### config.mk
export PLATFORM = sky130hd
export DESIGN_NAME = flash_erase_seq
export DESIGN_NICKNAME = d
export VERILOG_FILES = /design/src/rtl/fes_pkg.sv /design/src/rtl/fes_cmd_decode.sv /design/src/rtl/fes_pe_engine.sv /design/src/rtl/fes_status_out.sv /design/src/rtl/flash_erase_seq.sv
export SDC_FILE = /design/constraint.sdc
export NUM_CORES = 1
export LEC_CHECK = 0
export BUFFER_PORTS_ARGS = -buffer_cell sky130_fd_sc_hd__buf_2
export CAP_MARGIN = 20
export CORE_MARGIN = 2
export CORE_UTILIZATION = 40
export DETAILED_ROUTE_END_ITERATION = 16
export PLACE_DENSITY = 0.7
export SYNTH_ARGS = -nofsm -noshare
export SYNTH_HDL_FRONTEND = slang
export SYNTH_SLANG_ARGS = --single-unit
export TNS_END_PERCENT = 50
### constraint.sdc
create_clock -name clk -period 2.55 [get_ports clk]
set_input_delay 0.51 -clock clk [delete_from_list [all_inputs] [get_ports clk]]
set_output_delay 0.51 -clock clk [all_outputs]
set_load 0.03 [all_outputs]
### src/rtl/fes_pkg.sv
package fes_pkg;

   typedef enum logic {MODE_READ, MODE_STATUS} mode_t;
   typedef enum logic [1:0] {PH_IDLE, PH_PROG, PH_ERASE} phase_t;

   localparam int SEQ_LEN = 6;

   function automatic logic [10:0] seq_addr(input logic [2:0] pos);
      case (pos)
         3'd1, 3'd4: seq_addr = 11'h2AA;
         default:    seq_addr = 11'h555;
      endcase
   endfunction

   function automatic logic [15:0] seq_data(input logic [2:0] pos);
      case (pos)
         3'd0, 3'd3: seq_data = 16'h00AA;
         3'd1, 3'd4: seq_data = 16'h0055;
         3'd2:       seq_data = 16'h0080;
         default:    seq_data = 16'h0010;
      endcase
   endfunction

endpackage

### src/rtl/fes_cmd_decode.sv
module fes_cmd_decode
   import fes_pkg::*;
#(
   parameter int ADDR_W = 11
) (
   input  logic              clk,
   input  logic              rst_n,
   input  logic              wr_en,
   input  logic              rd_en,
   input  logic [ADDR_W-1:0] addr,
   input  logic [15:0]       wdata,
   input  logic              supply_low,
   input  logic              busy,
   output logic              start,
   output logic              status_mode
);

   logic [2:0] seq_q;
   mode_t      mode_q;
   logic       wr_ok;
   logic       hit;

   always_comb begin
      wr_ok       = wr_en && !supply_low;
      hit         = (addr == ADDR_W'(seq_addr(seq_q))) && (wdata == seq_data(seq_q));
      start       = wr_ok && (mode_q == MODE_READ) && hit && (seq_q == 3'(SEQ_LEN-1));
      status_mode = (mode_q == MODE_STATUS);
   end

   always_ff @(posedge clk or negedge rst_n) begin
      if (!rst_n) begin
         seq_q  <= '0;
         mode_q <= MODE_READ;
      end else if (mode_q == MODE_READ) begin
         if (wr_ok) begin
            if (!hit) begin
               seq_q <= '0;
            end else if (seq_q == 3'(SEQ_LEN-1)) begin
               seq_q  <= '0;
               mode_q <= MODE_STATUS;
            end else begin
               seq_q <= seq_q + 3'd1;
            end
         end
      end else if (!busy) begin
         if (rd_en || (wr_ok && wdata == 16'h00F0)) mode_q <= MODE_READ;
      end
   end

   AST_LOCKOUT_HOLD: assert property (@(posedge clk) disable iff (!rst_n)
      wr_en && supply_low && !rd_en |=> $stable(seq_q) && $stable(mode_q));
   AST_START_FROM_READ: assert property (@(posedge clk) disable iff (!rst_n)
      start |-> !busy && !status_mode);
   AST_SEQ_RANGE: assert property (@(posedge clk) disable iff (!rst_n)
      seq_q < 3'(SEQ_LEN));

endmodule

### src/rtl/fes_pe_engine.sv
module fes_pe_engine
   import fes_pkg::*;
#(
   parameter int WORDS       = 16,
   parameter int STEP_CYCLES = 3,
   localparam int IDX_W      = $clog2(WORDS),
   localparam int STEP_W     = (STEP_CYCLES > 1) ? $clog2(STEP_CYCLES) : 1
) (
   input  logic             clk,
   input  logic             rst_n,
   input  logic             start,
   input  logic             fail_inject,
   input  logic [IDX_W-1:0] rd_idx,
   output logic [15:0]      rd_word,
   output logic             busy,
   output logic             fail
);

   phase_t           phase_q;
   logic [IDX_W-1:0] idx_q;
   logic             fail_q;
   logic             step_last;
   logic [15:0]      mem [WORDS];

   generate
      if (STEP_CYCLES == 1) begin : g_single
         assign step_last = 1'b1;
      end else begin : g_multi
         logic [STEP_W-1:0] step_q;
         assign step_last = (step_q == STEP_W'(STEP_CYCLES-1));
         always_ff @(posedge clk or negedge rst_n) begin
            if (!rst_n)                                    step_q <= '0;
            else if (start || step_last || phase_q == PH_IDLE) step_q <= '0;
            else                                           step_q <= step_q + 1'b1;
         end
      end
   endgenerate

   always_ff @(posedge clk or negedge rst_n) begin
      if (!rst_n) begin
         phase_q <= PH_IDLE;
         idx_q   <= '0;
         fail_q  <= 1'b0;
         for (int i = 0; i < WORDS; i++) mem[i] <= 16'h5A00 + 16'(i);
      end else if (start) begin
         phase_q <= PH_PROG;
         idx_q   <= '0;
         fail_q  <= 1'b0;
      end else if (phase_q != PH_IDLE && step_last) begin
         if (phase_q == PH_PROG)  mem[idx_q] <= 16'h0000;
         else if (!fail_inject)   mem[idx_q] <= 16'hFFFF;
         if (phase_q == PH_ERASE && fail_inject) fail_q <= 1'b1;
         if (idx_q == IDX_W'(WORDS-1)) begin
            idx_q   <= '0;
            phase_q <= (phase_q == PH_PROG) ? PH_ERASE : PH_IDLE;
         end else begin
            idx_q <= idx_q + 1'b1;
         end
      end
   end

   assign rd_word = mem[rd_idx];
   assign busy    = (phase_q != PH_IDLE);
   assign fail    = fail_q;

   AST_PROG_ZERO: assert property (@(posedge clk) disable iff (!rst_n)
      phase_q == PH_PROG && step_last && !start |=> mem[$past(idx_q)] == 16'h0000);
   AST_ERASE_ONES: assert property (@(posedge clk) disable iff (!rst_n)
      phase_q == PH_ERASE && step_last && !fail_inject && !start |=> mem[$past(idx_q)] == 16'hFFFF);
   AST_FAIL_STICKY: assert property (@(posedge clk) disable iff (!rst_n)
      fail_q && !start |=> fail_q);

endmodule

### src/rtl/fes_status_out.sv
module fes_status_out (
   input  logic        clk,
   input  logic        rst_n,
   input  logic        rd_en,
   input  logic        start,
   input  logic        status_mode,
   input  logic        busy,
   input  logic        fail,
   input  logic [15:0] rd_word,
   output logic [15:0] rdata
);

   logic        tog_q;
   logic [15:0] stat_word;

   always_comb begin
      stat_word      = '0;
      stat_word[7]   = !busy;
      stat_word[6]   = tog_q;
      stat_word[5]   = fail && !busy;
      stat_word[2]   = tog_q;
   end

   always_ff @(posedge clk or negedge rst_n) begin
      if (!rst_n) begin
         tog_q <= 1'b0;
         rdata <= '0;
      end else begin
         if (start)                             tog_q <= 1'b0;
         else if (rd_en && status_mode && busy) tog_q <= !tog_q;
         if (rd_en) rdata <= status_mode ? stat_word : rd_word;
      end
   end

   AST_BUSY_POLL_LOW: assert property (@(posedge clk) disable iff (!rst_n)
      rd_en && status_mode && busy |=> rdata[7] == 1'b0 && rdata[5] == 1'b0);
   AST_TOGGLE_PAIR: assert property (@(posedge clk) disable iff (!rst_n)
      rd_en && status_mode |=> rdata[6] == rdata[2]);
   AST_DONE_POLL_HIGH: assert property (@(posedge clk) disable iff (!rst_n)
      rd_en && status_mode && !busy |=> rdata[7] == 1'b1);

endmodule

### src/rtl/flash_erase_seq.sv
module flash_erase_seq
   import fes_pkg::*;
#(
   parameter int ADDR_W      = 11,
   parameter int WORDS       = 16,
   parameter int STEP_CYCLES = 3,
   localparam int IDX_W      = $clog2(WORDS)
) (
   input  logic              clk,
   input  logic              rst_n,
   input  logic              wr_en,
   input  logic              rd_en,
   input  logic [ADDR_W-1:0] addr,
   input  logic [15:0]       wdata,
   input  logic              supply_low,
   input  logic              fail_inject,
   output logic [15:0]       rdata
);

   generate
      if (ADDR_W < 11)      begin : g_bad_addr  $error("ADDR_W must cover 555h"); end
      if (WORDS < 2)        begin : g_bad_words $error("WORDS must be at least 2"); end
      if (IDX_W > ADDR_W)   begin : g_bad_idx   $error("array larger than address space"); end
      if (STEP_CYCLES < 1)  begin : g_bad_step  $error("STEP_CYCLES must be positive"); end
   endgenerate

   logic        start;
   logic        status_mode;
   logic        busy;
   logic        fail;
   logic [15:0] rd_word;

   fes_cmd_decode #(.ADDR_W(ADDR_W)) u_decode (
      .clk(clk), .rst_n(rst_n), .wr_en(wr_en), .rd_en(rd_en), .addr(addr),
      .wdata(wdata), .supply_low(supply_low), .busy(busy),
      .start(start), .status_mode(status_mode)
   );

   fes_pe_engine #(.WORDS(WORDS), .STEP_CYCLES(STEP_CYCLES)) u_engine (
      .clk(clk), .rst_n(rst_n), .start(start), .fail_inject(fail_inject),
      .rd_idx(addr[IDX_W-1:0]), .rd_word(rd_word), .busy(busy), .fail(fail)
   );

   fes_status_out u_status (
      .clk(clk), .rst_n(rst_n), .rd_en(rd_en), .start(start),
      .status_mode(status_mode), .busy(busy), .fail(fail),
      .rd_word(rd_word), .rdata(rdata)
   );

   AST_BUSY_IN_STATUS: assert property (@(posedge clk) disable iff (!rst_n)
      busy |-> status_mode);

endmodule

Word-level counts from Yosys, hierarchy flattened
Cells that the tools add are included.
{ "word_totals": {"regBits": 286, "latch_bits": 0, "mem_bits_rw": 0, "romBits": 0, "inputBits": 33, "out_inout_bits": 16, "elab_cells": 112, "memories": 0} }
{ "op_classes": {"n_addsub": 3, "n_mul": 0, "div_mod_pow": 0, "order_cmp": 3, "n_eq_ne": 13, "shift": 0, "mux": 31, "n_bitwise": 7, "reduce_logical": 31} }
{ "ops": {"columns": ["cell", "n"], "rows": [
  ["two-way mux 256 bit", 2],
  ["bitwise AND 256 bit", 1],
  ["NOT 256 bit", 1],
  ["OR 256 bit", 1],
  ["binary-select mux 16 bit (select 4 bit)", 1],
  ["demux 16 bit (select 4 bit)", 1],
  ["two-way mux 16 bit", 4],
  ["case mux 8 bit (3 select lines)", 1],
  ["== test 16 x 8 -> 1 bit", 1],
  ["== test 16 x 8 -> 1 bit, second input constant", 1],
  ["logical AND 1 bit", 12],
  ["two-way mux 4 bit", 3],
  ["== test 11 bit", 1],
  ["two-way mux 1 bit", 11],
  ["two-way mux 11 bit", 1],
  [">= comparator 5 bit, second input constant", 2],
  ["two-way mux 2 bit", 5],
  ["NOT 4 -> 5 bit", 2],
  ["nonzero test 2 bit", 5],
  ["== test 3 x 2 -> 1 bit, second input constant", 2],
  ["== test 3 bit, second input constant", 2],
  ["two-way mux 3 bit", 2],
  ["AND reduction 2 bit", 3],
  ["< comparator 5 x 1 -> 1 bit, second input constant", 1],
  ["other kinds (15)", 22]
]} }

Depth between registers and ports, before layout
{ "depth": {"ltp_word": 10, "mapped_depth": 13, "ltp_nobuf": 8} }

Hierarchy
A second synthesis with hierarchy kept.
{ "unflattened": {"hier_cells": 333, "hier_area_um2": 3718.6} }
{ "by_module_without_submodules": {"columns": ["module", "n_inst", "cells_per_inst", "area_per_inst_um2", "seq_area_each_um2"], "rows": [
  ["fes_pe_engine", 1, 200, 2451.1, 1046.0],
  ["fes_status_out", 1, 74, 780.7, 425.4],
  ["fes_cmd_decode", 1, 59, 486.7, 100.1]
]} }

Least setup slack after synthesis
Ideal clock, no wire load.
{ "synth_path": {"path_type": "register to register", "startpoint": "register u_decode.seq_q[0]", "endpoint": "register with a tool-made name", "setup_ps": 125, "arrival_time_ps": 2674, "t_required_ps": 2425, "path_slack_ps": -249, "path_stages_with_launch": 13, "n_path_buf": 4, "period_less_slack_ps": 2799, "path_cell_list": "dfrtp_1 > buf_2 > buf_2 > and2_1 > ha_1 > clkbuf_1 > or2_2 > o211a_2 > nor3_2 > nand4_1 > buf_2 > and4_4 > mux2_4"} }
{ "synth_lines": {"columns": ["item", "line", "rtl"], "rows": [
  ["start, declared", "fes_cmd_decode.sv:18", "logic [2:0] seq_q;"],
  ["start signal, assigned", "fes_cmd_decode.sv:42", "seq_q <= seq_q + 3'd1;"]
]} }

==> impl_metrics.env <==
export IMPL_clock_skew_ns=0.00614
export IMPL_syn_cell_area_sq_mm=0.00356
export IMPL_grt_pass1_wl_um=13800
export IMPL_crit_fanout=14
export IMPL_yosys_warnings=0
export IMPL_antenna_left=0
export IMPL_critPathLaunchType="flip-flop"
export IMPL_portBuffers=48
export IMPL_clock_sinks=55
export IMPL_ff_latch_area_sq_mm=0.00140
export IMPL_critPathKind="reg2reg"
export IMPL_gp_congestion=0.842
export IMPL_initial_core_util=0.410
export IMPL_synthesis_nets=389
export IMPL_wl_per_cell_um=16.9
export IMPL_setup_violations_final=1
export IMPL_area_growth_pct=18.1
export IMPL_grt_max_degree=32
export IMPL_grt_usage=0.175
export IMPL_leakage_nw=1.89
export IMPL_avgSynthCellArea_sq_um=10.2
export IMPL_placed_cells=492
export IMPL_antenna_found_initial=0
export IMPL_hp_class="in2async"
export IMPL_detail_route_iter0_violations=253
export IMPL_dr_pass1_iters=7
export IMPL_die_h_um=98.3
export IMPL_clockBufferDepth=2
export IMPL_viasPerCell=5.87
export IMPL_hold_viol=0
export IMPL_fp_row_count=34
export IMPL_dpl_cell_area_sq_mm=0.00393
export IMPL_relSlewSlack=0.575
export IMPL_cts_tree="yes"
export IMPL_synth_enable_flop_cells=0
export IMPL_syn_inst=350
export IMPL_status="complete, but fails checks"
export IMPL_p_per_area_mw_per_mm2=387
export IMPL_path_buf_inv=3
export IMPL_nNetsFinal=438
export IMPL_drcViolationCount=0
export IMPL_r2r_cells=10
export IMPL_pin_count=49
export IMPL_max_freq_ghz=0.390
export IMPL_worstPathRequired_ns=2.76
export IMPL_fin_area_sq_mm=0.00420
export IMPL_crit_path_end_kind="flip-flop"
export IMPL_yosysSeqAreaShare=0.393
export IMPL_cts_root_buf="clkbuf_8"
export IMPL_worst_hold_slack_ns=0.210
export IMPL_pre_cts_ws_ns=-0.0492
export IMPL_max_stage_delay_ns=0.53
export IMPL_worst_path_stages=10
export IMPL_setup_slack_ns=-0.0147
export IMPL_vdd_ir_drop_max_mv=0.216
export IMPL_synth_seq_cells=55
export IMPL_fin_crit_ns=2.56
export IMPL_multi_input_area_sq_mm=0.00203
export IMPL_vias=2983
export IMPL_path_cells="and2_4, ha_4, or4_4, a32oi_2, nand4_1, buf_6, buf_4, clkbuf_16, and4b_1, a21o_1"
export IMPL_cts_buffers=5
export IMPL_cts_clk_slew_worst_paths_ns=0.10
export IMPL_final_cell_count_no_fill=508
export IMPL_worst_slew_pin_slew_ns=0.638
export IMPL_synth_async_reset_ratio=1.00
export IMPL_final_cell_mix="48 x buf_2, 39 x dfrtp_1, 22 x nand2_1"
export IMPL_grt_pass1_vias=2778
export IMPL_ys_types=62
export IMPL_fin_crit_sh=1.01
export IMPL_ys_flop_type="dfrtp_1"
export IMPL_cp_top_family="simple AND/OR/NAND/NOR gates"
export IMPL_mostFrequentLayoutCell="buf_2"
export IMPL_wl_um=8600
export IMPL_drive_gt1_frac=0.383
export IMPL_htreeDepth=2
export IMPL_maxCapViolations=0
export IMPL_die_area_sq_mm=0.00966
export IMPL_violations="setup timing"
export IMPL_clk_latency_ns=0.31
export IMPL_gr_total_overflow=0
export IMPL_fillers=802
export IMPL_die_w_um=98.3
export IMPL_dp_hpwl_um=6160
export IMPL_crit_slowest_cell="or4_4"
export IMPL_drv_slew=0
export IMPL_arrival_ns=2.77
export IMPL_antenna_cells=0
export IMPL_core_sq_mm=0.00868
[metrics by stage]
| stage | power [mW] | TNS [ns] | util |
|---|---|---|---|
| final | 1.63 | -0.0147 | 0.484 |
| after CTS | 1.64 | 0 | 0.463 |
| after floorplan | 1.08 | 0 | - |
| after global placement | 1.16 | 0 | 0.453 |
| after detailed placement | 1.17 | -0.0505 | 0.453 |
| after global routing | 1.69 | -0.213 | 0.484 |
[worst reg2reg max path: stages (launching register included)]
cell	delay, ns
dfrtp_1	0.39
and2_4	0.17
ha_4	0.15
or4_4	0.53
a32oi_2	0.22
nand4_1	0.16
buf_6	0.17
buf_4	0.14
clkbuf_16	0.16
and4b_1	0.20
a21o_1	0.16
[final cells by class]
cell class / instances / share of cell area
Timing Repair Buffer: 70 / 0.115
Clock inverter: 3 / 0.00358
Multi-Input combinational cell: 249 / 0.484
Sequential cell: 55 / 0.333
Tap cell: 108 / 0.0322
Clock buffer: 5 / 0.0164
Inverter: 18 / 0.0161
[synth_stat cells, drive strengths merged, types with 10 or more instances]
| cell | count | share of area |
|---|---|---|
| dfstp | 16 | 0.12 |
| nand2 | 22 | 0.023 |
| mux2 | 33 | 0.12 |
| nor2 | 19 | 0.020 |
| o21ai | 14 | 0.020 |
| nand4 | 13 | 0.023 |
| clkbuf | 13 | 0.014 |
| dfrtp | 39 | 0.27 |
| nor2b | 11 | 0.019 |
| nor4bb | 10 | 0.028 |
| inv | 17 | 0.018 |
| buf | 15 | 0.027 |
[per-layer routing]
layer | track usage | part of all wire | vias up
met5 | 0 | 0 | -
met3 | 0.0351 | 0.059 | 12
li1 | - | - | 1389
met2 | 0.284 | 0.48 | 115
met4 | 0.0337 | 0.014 | 0
met1 | 0.247 | 0.45 | 1467
[kinds of logic (layout without fill, tap and decap cells)]
kind of cell	Yosys count	after routing	share of synthesized area
simple gates	133	133	0.232
compound gates	65	65	0.129
flops	55	55	0.393
buf+inv	46	96	0.0598
mux	40	40	0.153
fa+ha+maj	6	6	0.0211
xor+xnor	5	5	0.0123
[where the power goes]
part	total (mW)	internal (mW)	switching [mW]
logic	0.251	0.0907	0.160
registers	0.901	0.891	0.00970
clock network	0.474	0.189	0.285
total	1.63	1.17	0.455
[final timing paths]
check	slack [ns]	start	end
worst max-delay path	-0.01	u_decode.seq_q[0]	flip-flop
worst min-delay path	0.21	rst_n	u_status.rdata[3]
worst max register to register	-0.01	u_decode.seq_q[0]	flip-flop
worst min register to register	0.43	u_engine.g_multi.step_q[0]	u_engine.g_multi.step_q[0]
max in group asynchronous	1.69	rst_n	asynchronous set/reset pin
min in group clk	0.43	u_engine.g_multi.step_q[0]	u_engine.g_multi.step_q[0]
[repair_timing]
item / CTS / global route
setup buffers: 0 / 5
gates cloned: 0 / 2
hold buffers: 0 / 0
pin swaps: 0 / 3
resized for setup: 1 / 16
endpoints found under the setup margin: 3 / 34
Power figures use the tool's default switching activity.
